`config.mk`:
```
export PLATFORM = sky130hd
export DESIGN_NAME = dmairq_status_unit
export DESIGN_NICKNAME = d
export VERILOG_FILES = /design/src/rtl/dmairq_pkg.sv /design/src/rtl/dmairq_alias_reg.sv /design/src/rtl/dmairq_irq_out.sv /design/src/rtl/dmairq_status_unit.sv
export SDC_FILE = /design/constraint.sdc
export NUM_CORES = 1
export LEC_CHECK = 0
export ABC_AREA = 1
export BUFFER_PORTS_ARGS = -buffer_cell sky130_fd_sc_hd__buf_2
export CAP_MARGIN = 20
export CORE_UTILIZATION = 35
export DETAILED_ROUTE_END_ITERATION = 6
export PLACE_DENSITY_LB_ADDON = 0.2
export RECOVER_POWER = 100
export SLEW_MARGIN = 20
export SYNTH_ARGS = -nofsm -noshare
export SYNTH_HDL_FRONTEND = slang
export SYNTH_SLANG_ARGS = --single-unit
```
`constraint.sdc`:
```
create_clock -name clk -period 2.1 [get_ports clk]
set_input_delay 0.105 -clock clk [delete_from_list [all_inputs] [get_ports clk]]
set_output_delay 0.105 -clock clk [all_outputs]
set_load 0.005 [all_outputs]
```
`src/rtl/dmairq_pkg.sv`:
```
package dmairq_pkg;

    localparam int unsigned ADDR_W = 6;

    typedef enum logic [1:0] {
        SEL_DONE = 2'd0,
        SEL_ERR  = 2'd1,
        SEL_CTRL = 2'd2,
        SEL_NONE = 2'd3
    } reg_sel_e;

    typedef enum logic [1:0] {
        WR_PLAIN = 2'd0,
        WR_SET   = 2'd1,
        WR_CLR   = 2'd2,
        WR_NONE  = 2'd3
    } wr_mode_e;

    function automatic reg_sel_e addr_sel(input logic [ADDR_W-1:0] a);
        return reg_sel_e'(a[5:4]);
    endfunction

    function automatic wr_mode_e addr_mode(input logic [ADDR_W-1:0] a);
        return wr_mode_e'(a[3:2]);
    endfunction

endpackage

```
`src/rtl/dmairq_alias_reg.sv`:
```
module dmairq_alias_reg
    import dmairq_pkg::*;
#(
    parameter int unsigned W = 32
) (
    input  logic         clk,
    input  logic         rst,
    input  logic         wr_en,
    input  wr_mode_e     wr_mode,
    input  logic [W-1:0] wr_data,
    input  logic [W-1:0] hw_set,
    input  logic [W-1:0] hw_clr,
    output logic [W-1:0] q
);

    logic [W-1:0] sw_next;
    logic [W-1:0] nxt;

    always_comb begin
        sw_next = q;
        if (wr_en) begin
            case (wr_mode)
                WR_PLAIN: sw_next = wr_data;
                WR_SET:   sw_next = q | wr_data;
                WR_CLR:   sw_next = q & ~wr_data;
                default:  sw_next = q;
            endcase
        end
        // hardware events are applied last so they override a software clear
        nxt = (sw_next & ~hw_clr) | hw_set;
    end

    always_ff @(posedge clk) begin
        if (rst) q <= '0;
        else     q <= nxt;
    end

    assert_set_wins_R6: assert property (@(posedge clk) disable iff (rst)
        (hw_set != '0) |=> ((q & $past(hw_set)) == $past(hw_set)));

    assert_clear_alias_R4: assert property (@(posedge clk) disable iff (rst)
        (wr_en && wr_mode == WR_CLR && hw_set == '0) |=> ((q & $past(wr_data)) == '0));

endmodule

```
`src/rtl/dmairq_irq_out.sv`:
```
module dmairq_irq_out #(
    parameter int unsigned NCH = 16
) (
    input  logic             clk,
    input  logic             rst,
    input  logic [2*NCH-1:0] done_q,
    input  logic [2*NCH-1:0] err_q,
    output logic [NCH-1:0]   irq
);

    logic [NCH-1:0] irq_d;

    generate
        for (genvar n = 0; n < NCH; n++) begin : g_ch
            assign irq_d[n] = (done_q[n] & done_q[n+NCH]) | err_q[n];
        end
    endgenerate

    always_ff @(posedge clk) begin
        if (rst) irq <= '0;
        else     irq <= irq_d;
    end

    assert_irq_quiet_R5: assert property (@(posedge clk) disable iff (rst)
        (((done_q[NCH-1:0] & done_q[2*NCH-1:NCH]) | err_q[NCH-1:0]) == '0) |=> (irq == '0));

endmodule

```
`src/rtl/dmairq_status_unit.sv`:
```
module dmairq_status_unit
    import dmairq_pkg::*;
#(
    parameter int unsigned NCH = 16
) (
    input  logic               clk,
    input  logic               rst,
    input  logic               bus_we,
    input  logic [5:0]         bus_addr,
    input  logic [2*NCH-1:0]   bus_wdata,
    output logic [2*NCH-1:0]   bus_rdata,
    input  logic [NCH-1:0]     ch_done,
    input  logic [NCH-1:0]     ch_term,
    input  logic [NCH-1:0]     ch_buserr,
    input  logic [NCH-1:0]     ch_idle,
    output logic [NCH-1:0]     ch_irq,
    output logic [NCH-1:0]     ch_freeze,
    output logic [NCH-1:0]     ch_reset
);

    localparam int unsigned DW = 2 * NCH;

    reg_sel_e       sel;
    wr_mode_e       mode;
    logic           wr_ok;
    logic [DW-1:0]  done_q;
    logic [DW-1:0]  err_q;
    logic [DW-1:0]  ctrl_q;
    logic [DW-1:0]  ctrl_hw_clr;

    assign sel   = addr_sel(bus_addr);
    assign mode  = addr_mode(bus_addr);
    assign wr_ok = bus_we && (mode != WR_NONE);

    assign ctrl_hw_clr = {ctrl_q[DW-1:NCH] & ch_idle, {NCH{1'b0}}};

    dmairq_alias_reg #(.W(DW)) u_done (
        .clk(clk), .rst(rst),
        .wr_en(wr_ok && sel == SEL_DONE), .wr_mode(mode), .wr_data(bus_wdata),
        .hw_set({{NCH{1'b0}}, ch_done}), .hw_clr('0), .q(done_q)
    );

    dmairq_alias_reg #(.W(DW)) u_err (
        .clk(clk), .rst(rst),
        .wr_en(wr_ok && sel == SEL_ERR), .wr_mode(mode), .wr_data(bus_wdata),
        .hw_set({ch_buserr, ch_term | ch_buserr}), .hw_clr('0), .q(err_q)
    );

    dmairq_alias_reg #(.W(DW)) u_ctrl (
        .clk(clk), .rst(rst),
        .wr_en(wr_ok && sel == SEL_CTRL), .wr_mode(mode), .wr_data(bus_wdata),
        .hw_set('0), .hw_clr(ctrl_hw_clr), .q(ctrl_q)
    );

    dmairq_irq_out #(.NCH(NCH)) u_irq (
        .clk(clk), .rst(rst), .done_q(done_q), .err_q(err_q), .irq(ch_irq)
    );

    always_comb begin
        bus_rdata = '0;
        if (mode != WR_NONE) begin
            case (sel)
                SEL_DONE: bus_rdata = done_q;
                SEL_ERR:  bus_rdata = err_q;
                SEL_CTRL: bus_rdata = ctrl_q;
                default:  bus_rdata = '0;
            endcase
        end
    end

    assign ch_freeze = ctrl_q[NCH-1:0];
    assign ch_reset  = ctrl_q[DW-1:NCH];

    assert_reset_selfclear_R8: assert property (@(posedge clk) disable iff (rst)
        (!(bus_we && sel == SEL_CTRL) && ((ch_reset & ch_idle) != '0))
        |=> ((ch_reset & $past(ch_reset & ch_idle)) == '0));

    assert_buserr_kind_R3: assert property (@(posedge clk) disable iff (rst)
        (ch_buserr != '0)
        |=> ((err_q & {$past(ch_buserr), $past(ch_buserr)}) == {$past(ch_buserr), $past(ch_buserr)}));

    assert_unmapped_ignored_R9: assert property (@(posedge clk) disable iff (rst)
        (bus_we && sel == SEL_NONE && ch_idle == '0) |=> $stable(ctrl_q));

endmodule

```
# Word-level counts from Yosys, hierarchy flattened
# Index checks and enable logic that the tools add are counted.
# classes
eq_ne	5
muxes	8
bitwise_logic	45
n_reduce_logical	6
# ops
op	count
$pmux 32 s3	4
$and 32x32->32	4
$mux 32	4
$or 32x32->32	4
$not 32->32	2
$or 32x16->32	1
$and 1x1->1	16
$and 16x16->16	1
$or 1x1->1	16
$or 16x16->16	1
$eq 2x1->1 const B	2
$eq 2x2->1 const B	2
$logic_and 1x1->1	4
$logic_not 2->1	2
$ne 2x2->1 const B	1
# word_totals
regBits	112
input_bits	105
out_inout_bits	80
elab_cells	68

# Depth between registers and ports, before layout
# Gate-level depths: netlist (run 1).
# depth
word_depth	5
ltp_mapped	8

# Hierarchy
# Synthesis (run 1) repeated with hierarchy kept, for this count alone.
# unflattened
hier_cells	1439
area_unflattened_um2	8326.7
# by_module_without_submodules
mod	instances	cells_per_inst	area_per_inst_um2	seq_area_each_um2
dmairq_alias_reg	3	368	2153.3	640.6
dmairq_status_unit	1	269	1270.0	0.0
dmairq_irq_out	1	66	596.8	320.3

# Worst setup path before layout (run 1)
# OpenSTA, ideal clock, no wires.
# synth_timing
path_type	input-to-reg
startpoint	in bus_addr[2]
endpoint	reg u_done.q[13]
setup_ns	0.132
arrival_time_ns	0.876
t_required_ns	1.968
setup_slack_ns	1.092
cell_stages	8
n_path_buf	2
path_cell_list	buf_6 -> nand2_4 -> nand2_4 -> nor2_8 -> buf_4 -> nand2_1 -> nand2_1 -> a21oi_1
# synth_between
elab_chain_cells	5
elab_cells_between_ends	9
cone_classes	eq/ne (3); mux (2); bitwise (1); reduce/logical (3)
# synth_lines
item	line	text
start, declared	dmairq_status_unit.sv:9	input logic [5:0] bus_addr,
branches (longest 3 deep; another with $pmux 32 s3)	--	
$mux 32 *	dmairq_alias_reg.sv:21	if (wr_en) begin
$or 32x16->32 *	dmairq_alias_reg.sv:30	nxt = (sw_next & ~hw_clr) | hw_set;
end signal, assigned	dmairq_alias_reg.sv:35	else q <= nxt;
end, declared	dmairq_alias_reg.sv:13	output logic [W-1:0] q
# Every way passes the cells marked *.
# A chain may end at the register's enable or synchronous reset.

# Worst setup path in the final report (run 1)
# layout_timing
startpoint	in bus_addr[2]
endpoint	out bus_rdata[19]
# layout_between
elab_chain_cells	2
# layout_lines
item	line	text
$ne 2x2->1	dmairq_status_unit.sv:61	if (mode != WR_NONE) begin
$mux 32	dmairq_status_unit.sv:61	
end, declared	dmairq_status_unit.sv:11	output logic [2*NCH-1:0] bus_rdata,
# No other way between the ends.

==> impl_metrics.py, run 1 <==
metrics = {
    "run_status": {
        "status": "complete, no violations",
    },
    "detailed_routing": {
        "drt_pass1_iterations": 5,
        "detail_route.drc_violations": 0,
        "drtIter0Drc": 361,
        "detail_route.vias_per_cell": 4.85,
        "antenna_left": 0,
        "drt_wl_total_um": 20800,
        "detail_route.wl_per_cell_um": 15.1,
        "vias": 6688,
    },
    "clock_tree": {
        "htree_levels": 3,
        "tritoncts": "yes",
        "numClockSinks": 112,
        "clk_latency_ns": 0.36,
        "cts_made_buffers": 9,
        "cts_setup_buffers": 0,
        "clock_tree.buffer_depth": 2,
        "cts.reportedPaths.clkPinSlew_ns": 0.07,
        "cts_root_buffer": "clkbuf_16",
    },
    "synthesis": {
        "mappedNetlistNets": 1077,
        "syn-instance-count": 972,
        "synth_area_leaders": "dfxtp_1, nand2_1, a21oi_1",
        "synth_top_cell_area_share_pct": 36.8,
        "cell_variety_after_synth": 16,
        "synth_area_per_cell_sq_um": 6.28,
        "synth_area_leader_cell": "dfxtp_1",
        "synth_warnings": 0,
        "yosysSeqAreaShare_pct": 36.8,
        "netlist_area_sq_um": 6100,
        "postSynthRegisterBits": 112,
    },
    "worst_setup_path": {
        "path_class": "in -> out",
        "r2r.worst_path.cells": 3,
        "critical_path.startpoint_type": "primary input",
        "critPathCaptureType": "output port",
        "cp_max_fo": 64,
        "critical_path_required_ns": 2.00,
        "worst-r2r-setup-slack_ns": 1.35,
        "worst_ep_arrival_time_ns": 1.56,
    },
    "sta": {
        "tightestPinTransition_ns": 0.853,
        "drv_slew": 0,
        "timing.final.setup_violations": 0,
        "tns_setup_ns": 0,
        "finalClockSkew_ns": 0.00640,
        "finalCriticalPeriod_ns": 1.66,
        "final.setup.worst_slack_ns": 0.439,
        "timing.final.crit_share_pct": 79.1,
        "timing.max_slew.rel_slack_pct": 43.1,
        "fmax_mhz": 602,
        "unrepaired_setup_endpoints_after_global_routing": "no",
        "finalHoldViolations": 0,
    },
    "power": {
        "p_per_area_nw_per_um2": 648,
        "total_leakage_power_nw": 3.65,
        "ir_worst_vdd_uv": 408,
    },
    "final_layout": {
        "utilization_pct": 45.1,
        "finalNetCount": 1257,
        "commonest_non_fill_non_tap_cells_in_the_layout": "nand2_1, a21oi_1, buf_2",
        "leading_cell_type_in_the_layout_fill_and_taps_excluded": "nand2_1",
        "layout-drive-gt1-share_pct": 18.2,
        "area.growth.synth_to_final_pct": 24.4,
    },
    "die": {
        "die_x_um": 134,
        "io_pins": 185,
        "design.core.area_sq_um": 16800,
        "die-height_um": 134,
        "floorplan.initialDensity_pct": 36.3,
        "row_count": 47,
        "design.die.area_sq_um": 18000,
    },
    "global_route": {
        "grt_antenna_before_repair": 1,
        "via_count_of_the_first_global_routing_pass": 6196,
        "grt_first_pass_wirelength_um": 32600,
        "global_route.overflow_total": 0,
        "gr-usage-all-layers_pct": 23.5,
        "pin_count_of_the_biggest_net_entering_global_routing": 97,
    },
    "placement": {
        "gp_congestion": 0.820,
        "post-place-ws_ns": 0.522,
        "io_buffer_count": 182,
        "dp_hpwl_um": 14200,
    },
    "worst_hold_path": {
        "tightest_hold_check_type": "in -> reg",
        "min_delay_path_depth": 3,
    },
    "run": {
        "timing.max_cap.violations": 0,
    },
}
registers in the layout, summed over array words and instances, names as in the netlist:
signal / flops
u_irq.irq: 16
u_err.q: 32
u_done.q: 32
u_ctrl.q: 32
cells by family (layout without fill, tap and decap cells):
kind of cell	Yosys count	in the layout	share of synthesized area [%]
other cells	0	1	0
compound gates	208	208	17.7
buf+inv	147	332	11.7
simple gates	505	505	33.8
flops	112	112	36.8
where the power goes:
part           switching (mW)  internal (mW)  total (mW)
Sequential             0.0598           2.23        2.29
Clock                   0.831          0.996        1.83
Combinational           0.490          0.317       0.806
Total                    1.38           3.54        4.92
layout make-up:
cell class	instances	area [sq um]
fill	1903	9230
clock inverter	4	51.3
timing repair buffer	228	1300
antenna	1	2.50
clock buffer	12	256
multi-input combinational	713	3130
inverter	88	330
tap	220	275
sequential	112	2240
synthesized netlist by cell type:
cell      count
nand2_1     403
o211ai_1     16
nor2_1       32
nand3_1      48
dfxtp_1     112
nand2_4       2
nand2_2       1
buf_1         2
buf_2        20
nor2_8        3
a21oi_1     192
or2_2        16
buf_6        13
inv_1        88
buf_4        11
clkbuf_1     13
layer usage:
metal | routed length, um | global-route usage (%)
met1 | 9370 | 30.0
met2 | 9960 | 41.1
met3 | 1170 | 4.20
met4 | 276 | 4.93
met5 | 0 | 0
per-stage QoR:
step	std cells	power [mW]	hold WS (ns)	instance area [sq um]
floorplan	972	2.81	0.257	6100
global placement	1335	3.11	0.353	7080
detailed placement	1335	3.11	0.352	7080
CTS	1377	4.98	0.0000790	7650
global route	1377	5.17	0.0164	7590
finish	1378	4.92	0.00954	7590
worst max-delay path, cell delays in order:
cell and delay (ns):
buf_2 0.21, nand2_1 0.13, clkbuf_4 0.71, nand2_1 0.17
inv_1 0.10, buf_2 0.11
path summary, 6_finish.rpt:
| check | from | to |
|---|---|---|
| min | ch_done[5] | u_done.q[5] |
| min reg2reg | u_err.q[13] | u_err.q[13] |
| max reg2reg | u_ctrl.q[19] | u_ctrl.q[19] |
| max | bus_addr[2] | bus_rdata[19] |
timing repair:
item,4_1_cts,5_1_grt
hold buffers,26,0
hold endpoints to repair,26,0
gates resized for setup,0,0
No activity file was read; power rests on OpenSTA's default activity.
==> run 2, diff against run 1 <==
- clock period: 2.1 -> 1.7 ns (I/O delays scaled with it)
==> run 2 against run 1 <==
Net effect:
- design area is 1.8% higher
- core utilization rose by 0.80 points
- register-to-register slack lost 0.41 ns
- flip-flop and latch count stayed put
- final cell count up 0.73%
- sequential share of layout area down 0.51 points
- sequential power grew 23%
- hold slack worse by 0.0034 ns
- critical endpoint is now u_done.q[12]
- largest cell class unchanged
==> impl_metrics.py, run 2 (synthesis results as in run 1) <==
metrics = {
    "worst_setup_path": {
        "cp_max_fo": 26,
        "path_class": "in -> reg",
        "worst_ep_arrival_time_ns": 1.62,
        "critical_path.startpoint_type": "primary input",
        "critical_path_required_ns": 1.92,
        "critPathCaptureType": "flop",
    },
    "final_layout": {
        "final_cells": 1388,
        "area.growth.synth_to_final_pct": 26.6,
        "multiInputGateArea_sq_um": 3140,
        "utilization_pct": 45.9,
        "register_area_sq_um": 2240,
        "commonest_non_fill_non_tap_cells_in_the_layout": "nand2_1, a21oi_1, buf_2",
        "leading_cell_type_in_the_layout_fill_and_taps_excluded": "nand2_1",
        "reg_top3": "u_ctrl.q x32, u_done.q x32, u_err.q x32",
        "finalNetCount": 1268,
        "layout-drive-gt1-share_pct": 17.6,
        "fillerInstances": 1850,
    },
    "detailed_routing": {
        "drt_wl_total_um": 20900,
        "antenna_left": 0,
        "top_layer": "met4",
        "drt_pass1_iterations": 5,
        "vias": 6761,
        "drtIter0Drc": 449,
        "detail_route.wirelength.met1_um": 9530,
        "wl_met3_um": 1260,
        "wl_met2_um": 9630,
        "detail_route.wl_per_cell_um": 15.1,
        "detail_route.vias_per_cell": 4.87,
        "detail_route.drc_violations": 0,
    },
    "die": {
        "io_pins": 185,
        "design.die.area_sq_um": 18000,
        "die-height_um": 134,
        "floorplan.initialDensity_pct": 36.3,
        "design.core.area_sq_um": 16800,
        "die_x_um": 134,
        "row_count": 47,
    },
    "clock_tree": {
        "cts_root_buffer": "clkbuf_16",
        "number_of_gates_resized_after_cts": 0,
        "cts.reportedPaths.clkPinSlew_ns": 0.07,
        "numClockSinks": 112,
        "clk_latency_ns": 0.35,
        "cts_made_buffers": 9,
        "htree_levels": 3,
        "tritoncts": "yes",
        "clock_tree.buffer_depth": 2,
        "cts_setup_buffers": 0,
    },
    "worst_hold_path": {
        "tightest_hold_check_type": "in -> reg",
    },
    "run_status": {
        "status": "complete, no violations",
    },
    "power": {
        "ir_worst_vdd_uv": 503,
        "total_leakage_power_nw": 3.67,
        "p_per_area_nw_per_um2": 797,
    },
    "global_route": {
        "global_route.overflow_total": 0,
        "via_count_of_the_first_global_routing_pass": 6332,
        "grt_first_pass_wirelength_um": 33000,
        "grt_antenna_before_repair": 1,
        "pin_count_of_the_biggest_net_entering_global_routing": 97,
        "gr-usage-all-layers_pct": 23.8,
    },
    "sta": {
        "finalClockSkew_ns": 0.00490,
        "timing.max_slew.rel_slack_pct": 48.5,
        "fmax_mhz": 717,
        "tns_setup_ns": 0,
        "finalCriticalPeriod_ns": 1.39,
        "unrepaired_setup_endpoints_after_global_routing": "no",
        "tightestPinTransition_ns": 0.772,
        "finalHoldViolations": 0,
        "timing.final.setup_violations": 0,
        "timing.final.crit_share_pct": 82.0,
        "drv_slew": 0,
        "hold_slack_ns": 0.00613,
    },
    "placement": {
        "dp_hpwl_um": 14300,
        "gp_congestion": 0.841,
        "placedCellCount": 1337,
        "io_buffer_count": 182,
    },
    "run": {
        "timing.max_cap.violations": 0,
    },
}
==> run 2: power breakdown <==
group	internal, mW	switching [mW]
combinational	0.414	0.614
sequential	2.75	0.0737
clock	1.29	1.02
==> run 2: critical path, stage by stage <==
cell      delay (ns)
buf_2           0.14
nand2_1         0.19
nand2_4         0.16
nor2_8          0.26
clkbuf_2        0.53
nand2_1         0.10
nand2_1         0.09
a21oi_1         0.06
==> run 2: timing repair <==
item                                    4_1_cts  5_1_grt
endpoints found under the setup margin        0        0
hold buffers                                 35        0
hold endpoints to repair                     35        0
==> run 2: metrics by stage <==
| stage | total power, mW | instance area [sq um] | setup WS [ns] |
|---|---|---|---|
| after floorplan | 3.47 | 6100 | 0.712 |
| after detailed placement | 3.87 | 7180 | 0.371 |
| after global placement | 3.87 | 7180 | 0.404 |
| final | 6.16 | 7720 | 0.306 |
| after global routing | 6.45 | 7720 | 0.157 |
| after CTS | 6.24 | 7840 | 0.358 |
==> run 2: cell type report <==
class / instances / share of cell area, %
inverter: 88 / 4.28
sequential: 112 / 29.0
multi-input combinational: 713 / 40.6
timing repair buffer: 239 / 18.5
tap: 220 / 3.56
antenna: 1 / 0.0324
clock buffer: 10 / 2.96
clock inverter: 5 / 1.07
==> run 2: layer usage <==
metal,up-vias,global-route usage (%)
met3,22,3.63
li1,3460,-
met4,0,8.80
met5,-,0
met1,3057,31.2
met2,222,39.4
==> run 2: final timing paths <==
kind	startpoint	to	slack, ns	cells after the start
setup / recovery	bus_addr[3]	u_done.q[12]	0.31	8
hold / removal	ch_done[2]	u_done.q[2]	0.006	3
setup reg to reg	u_done.q[29]	u_irq.irq[13]	0.94	2
hold reg to reg	u_err.q[10]	u_err.q[10]	0.47	2
==> run 3, diff against run 2 <==
- clock period: 1.7 -> 1.4 ns (I/O delays scaled with it)
==> run 3 against run 2 <==
Net effect:
- critical path depth down 3
- sequential share of layout area is 0.54 points lower
- setup slack worse by 0.21 ns
- design area is 1.9% higher
- final cell count up 0.86%
- critical endpoint is now bus_rdata[29]
==> impl_metrics.py, run 3 (synthesis results as in run 1) <==
metrics = {
    "run_status": {
        "status": "complete, no violations",
    },
    "clock_tree": {
        "clock_tree.buffer_depth": 2,
        "cts.reportedPaths.clkPinSlew_ns": 0.07,
        "cts_made_buffers": 9,
        "cts_setup_buffers": 0,
        "cts_root_buffer": "clkbuf_16",
        "cts_hold_repair.buffers": 41,
        "tritoncts": "yes",
        "numClockSinks": 112,
        "number_of_gates_resized_after_cts": 0,
        "clk_latency_ns": 0.35,
        "htree_levels": 3,
    },
    "sta": {
        "tns_setup_ns": 0,
        "finalHoldViolations": 0,
        "hold_slack_ns": 0.0263,
        "unrepaired_setup_endpoints_after_global_routing": "no",
        "finalCriticalPeriod_ns": 1.31,
        "drv_slew": 0,
        "timing.max_slew.rel_slack_pct": 56.4,
        "final.setup.worst_slack_ns": 0.0923,
        "tightestPinTransition_ns": 0.653,
        "fmax_mhz": 765,
        "timing.final.setup_violations": 0,
        "finalClockSkew_ns": 0.00797,
        "timing.final.crit_share_pct": 93.4,
    },
    "run": {
        "timing.max_cap.violations": 0,
    },
    "die": {
        "die_x_um": 134,
        "design.die.area_sq_um": 18000,
        "design.core.area_sq_um": 16800,
        "floorplan.initialDensity_pct": 36.3,
        "row_count": 47,
        "io_pins": 185,
        "die-height_um": 134,
    },
    "worst_setup_path": {
        "worst_path_largest_cell_delay_ns": 0.46,
        "cp_max_fo": 3,
        "timing.critical_path.mode_cell": "nand2_1",
        "worst_ep_arrival_time_ns": 1.24,
        "critPathCaptureType": "output port",
        "critical_path_depth": 5,
        "cp_cell_sequence": "nand2_1 -> nand3_1 -> nand2_1 -> inv_1 -> buf_2",
        "slowest_cell_on_the_critical_path": "dfxtp_1",
        "delay_heaviest_family_cp": "flip-flops",
        "critical_path_required_ns": 1.33,
        "path_class": "reg -> out",
        "critical_path.startpoint_type": "flop",
        "timing.critical_path.buf_inv": 2,
        "r2r.worst_path.cells": 2,
    },
    "worst_hold_path": {
        "tightest_hold_check_type": "in -> reg",
        "min_delay_path_depth": 3,
    },
    "final_layout": {
        "reg_top3": "u_ctrl.q x32, u_done.q x32, u_err.q x32",
        "commonest_non_fill_non_tap_cells_in_the_layout": "nand2_1, a21oi_1, buf_2",
        "area.growth.synth_to_final_pct": 29.0,
        "leading_cell_type_in_the_layout_fill_and_taps_excluded": "nand2_1",
        "layout-drive-gt1-share_pct": 18.6,
        "stdcell_area_sq_um": 7870,
        "final_cells": 1400,
        "utilization_pct": 46.8,
        "finalNetCount": 1279,
    },
    "placement": {
        "placedCellCount": 1342,
        "post-place-ws_ns": 0.0603,
        "dp_hpwl_um": 14600,
        "placed_area_sq_um": 7260,
        "io_buffer_count": 182,
        "gp_congestion": 0.818,
    },
    "global_route": {
        "grt_first_pass_wirelength_um": 32500,
        "pin_count_of_the_biggest_net_entering_global_routing": 56,
        "grt_antenna_before_repair": 1,
        "gr-usage-all-layers_pct": 23.4,
        "global_route.overflow_total": 0,
        "via_count_of_the_first_global_routing_pass": 6237,
    },
    "power": {
        "total_power_mw": 7.39,
        "p_per_area_nw_per_um2": 940,
        "ir_worst_vdd_uv": 672,
        "total_leakage_power_nw": 3.75,
    },
    "detailed_routing": {
        "drt_wl_total_um": 21000,
        "detail_route.drc_violations": 0,
        "drtIter0Drc": 422,
        "detail_route.wl_per_cell_um": 15.0,
        "vias": 6830,
        "drt_pass1_iterations": 4,
        "detail_route.vias_per_cell": 4.88,
        "antenna_left": 0,
    },
}
[run 3: area by class of cell]
class / count / area, sq um
sequential: 112 / 2240
antenna: 1 / 2.50
fill: 1832 / 8950
inverter: 88 / 330
clock inverter: 5 / 56.3
timing repair buffer: 250 / 1610
tap: 220 / 275
multi-input combinational: 713 / 3110
clock buffer: 11 / 243
[run 3: worst register-to-register path: cells and delay by family (launching register included)]
family | cells | cell delay (ns)
AOI/OAI and AO/OA | 1 | 0.14
DFF | 1 | 0.46
and+or+nand+nor | 1 | 0.08
[run 3: per-layer routing]
layer	routed length, um	GRT usage, %
met1	9510	31.0
met3	1300	2.68
met5	0	0
met2	9660	39.0
met4	535	8.74
[run 3: worst paths after layout]
| kind | startpoint | end | slack (ns) |
|---|---|---|---|
| setup / recovery | u_done.q[29] | bus_rdata[29] | 0.09 |
| hold reg to reg | u_err.q[29] | u_err.q[29] | 0.47 |
| setup reg to reg | u_done.q[29] | u_irq.irq[13] | 0.65 |
| hold / removal | ch_buserr[9] | u_err.q[25] | 0.03 |
[run 3: where the power goes]
group | internal [mW] | total, mW | switching [mW]
sequential | 3.34 | 3.43 | 0.0897
clock | 1.44 | 2.68 | 1.24
combinational | 0.542 | 1.29 | 0.747
total | 5.32 | 7.39 | 2.08
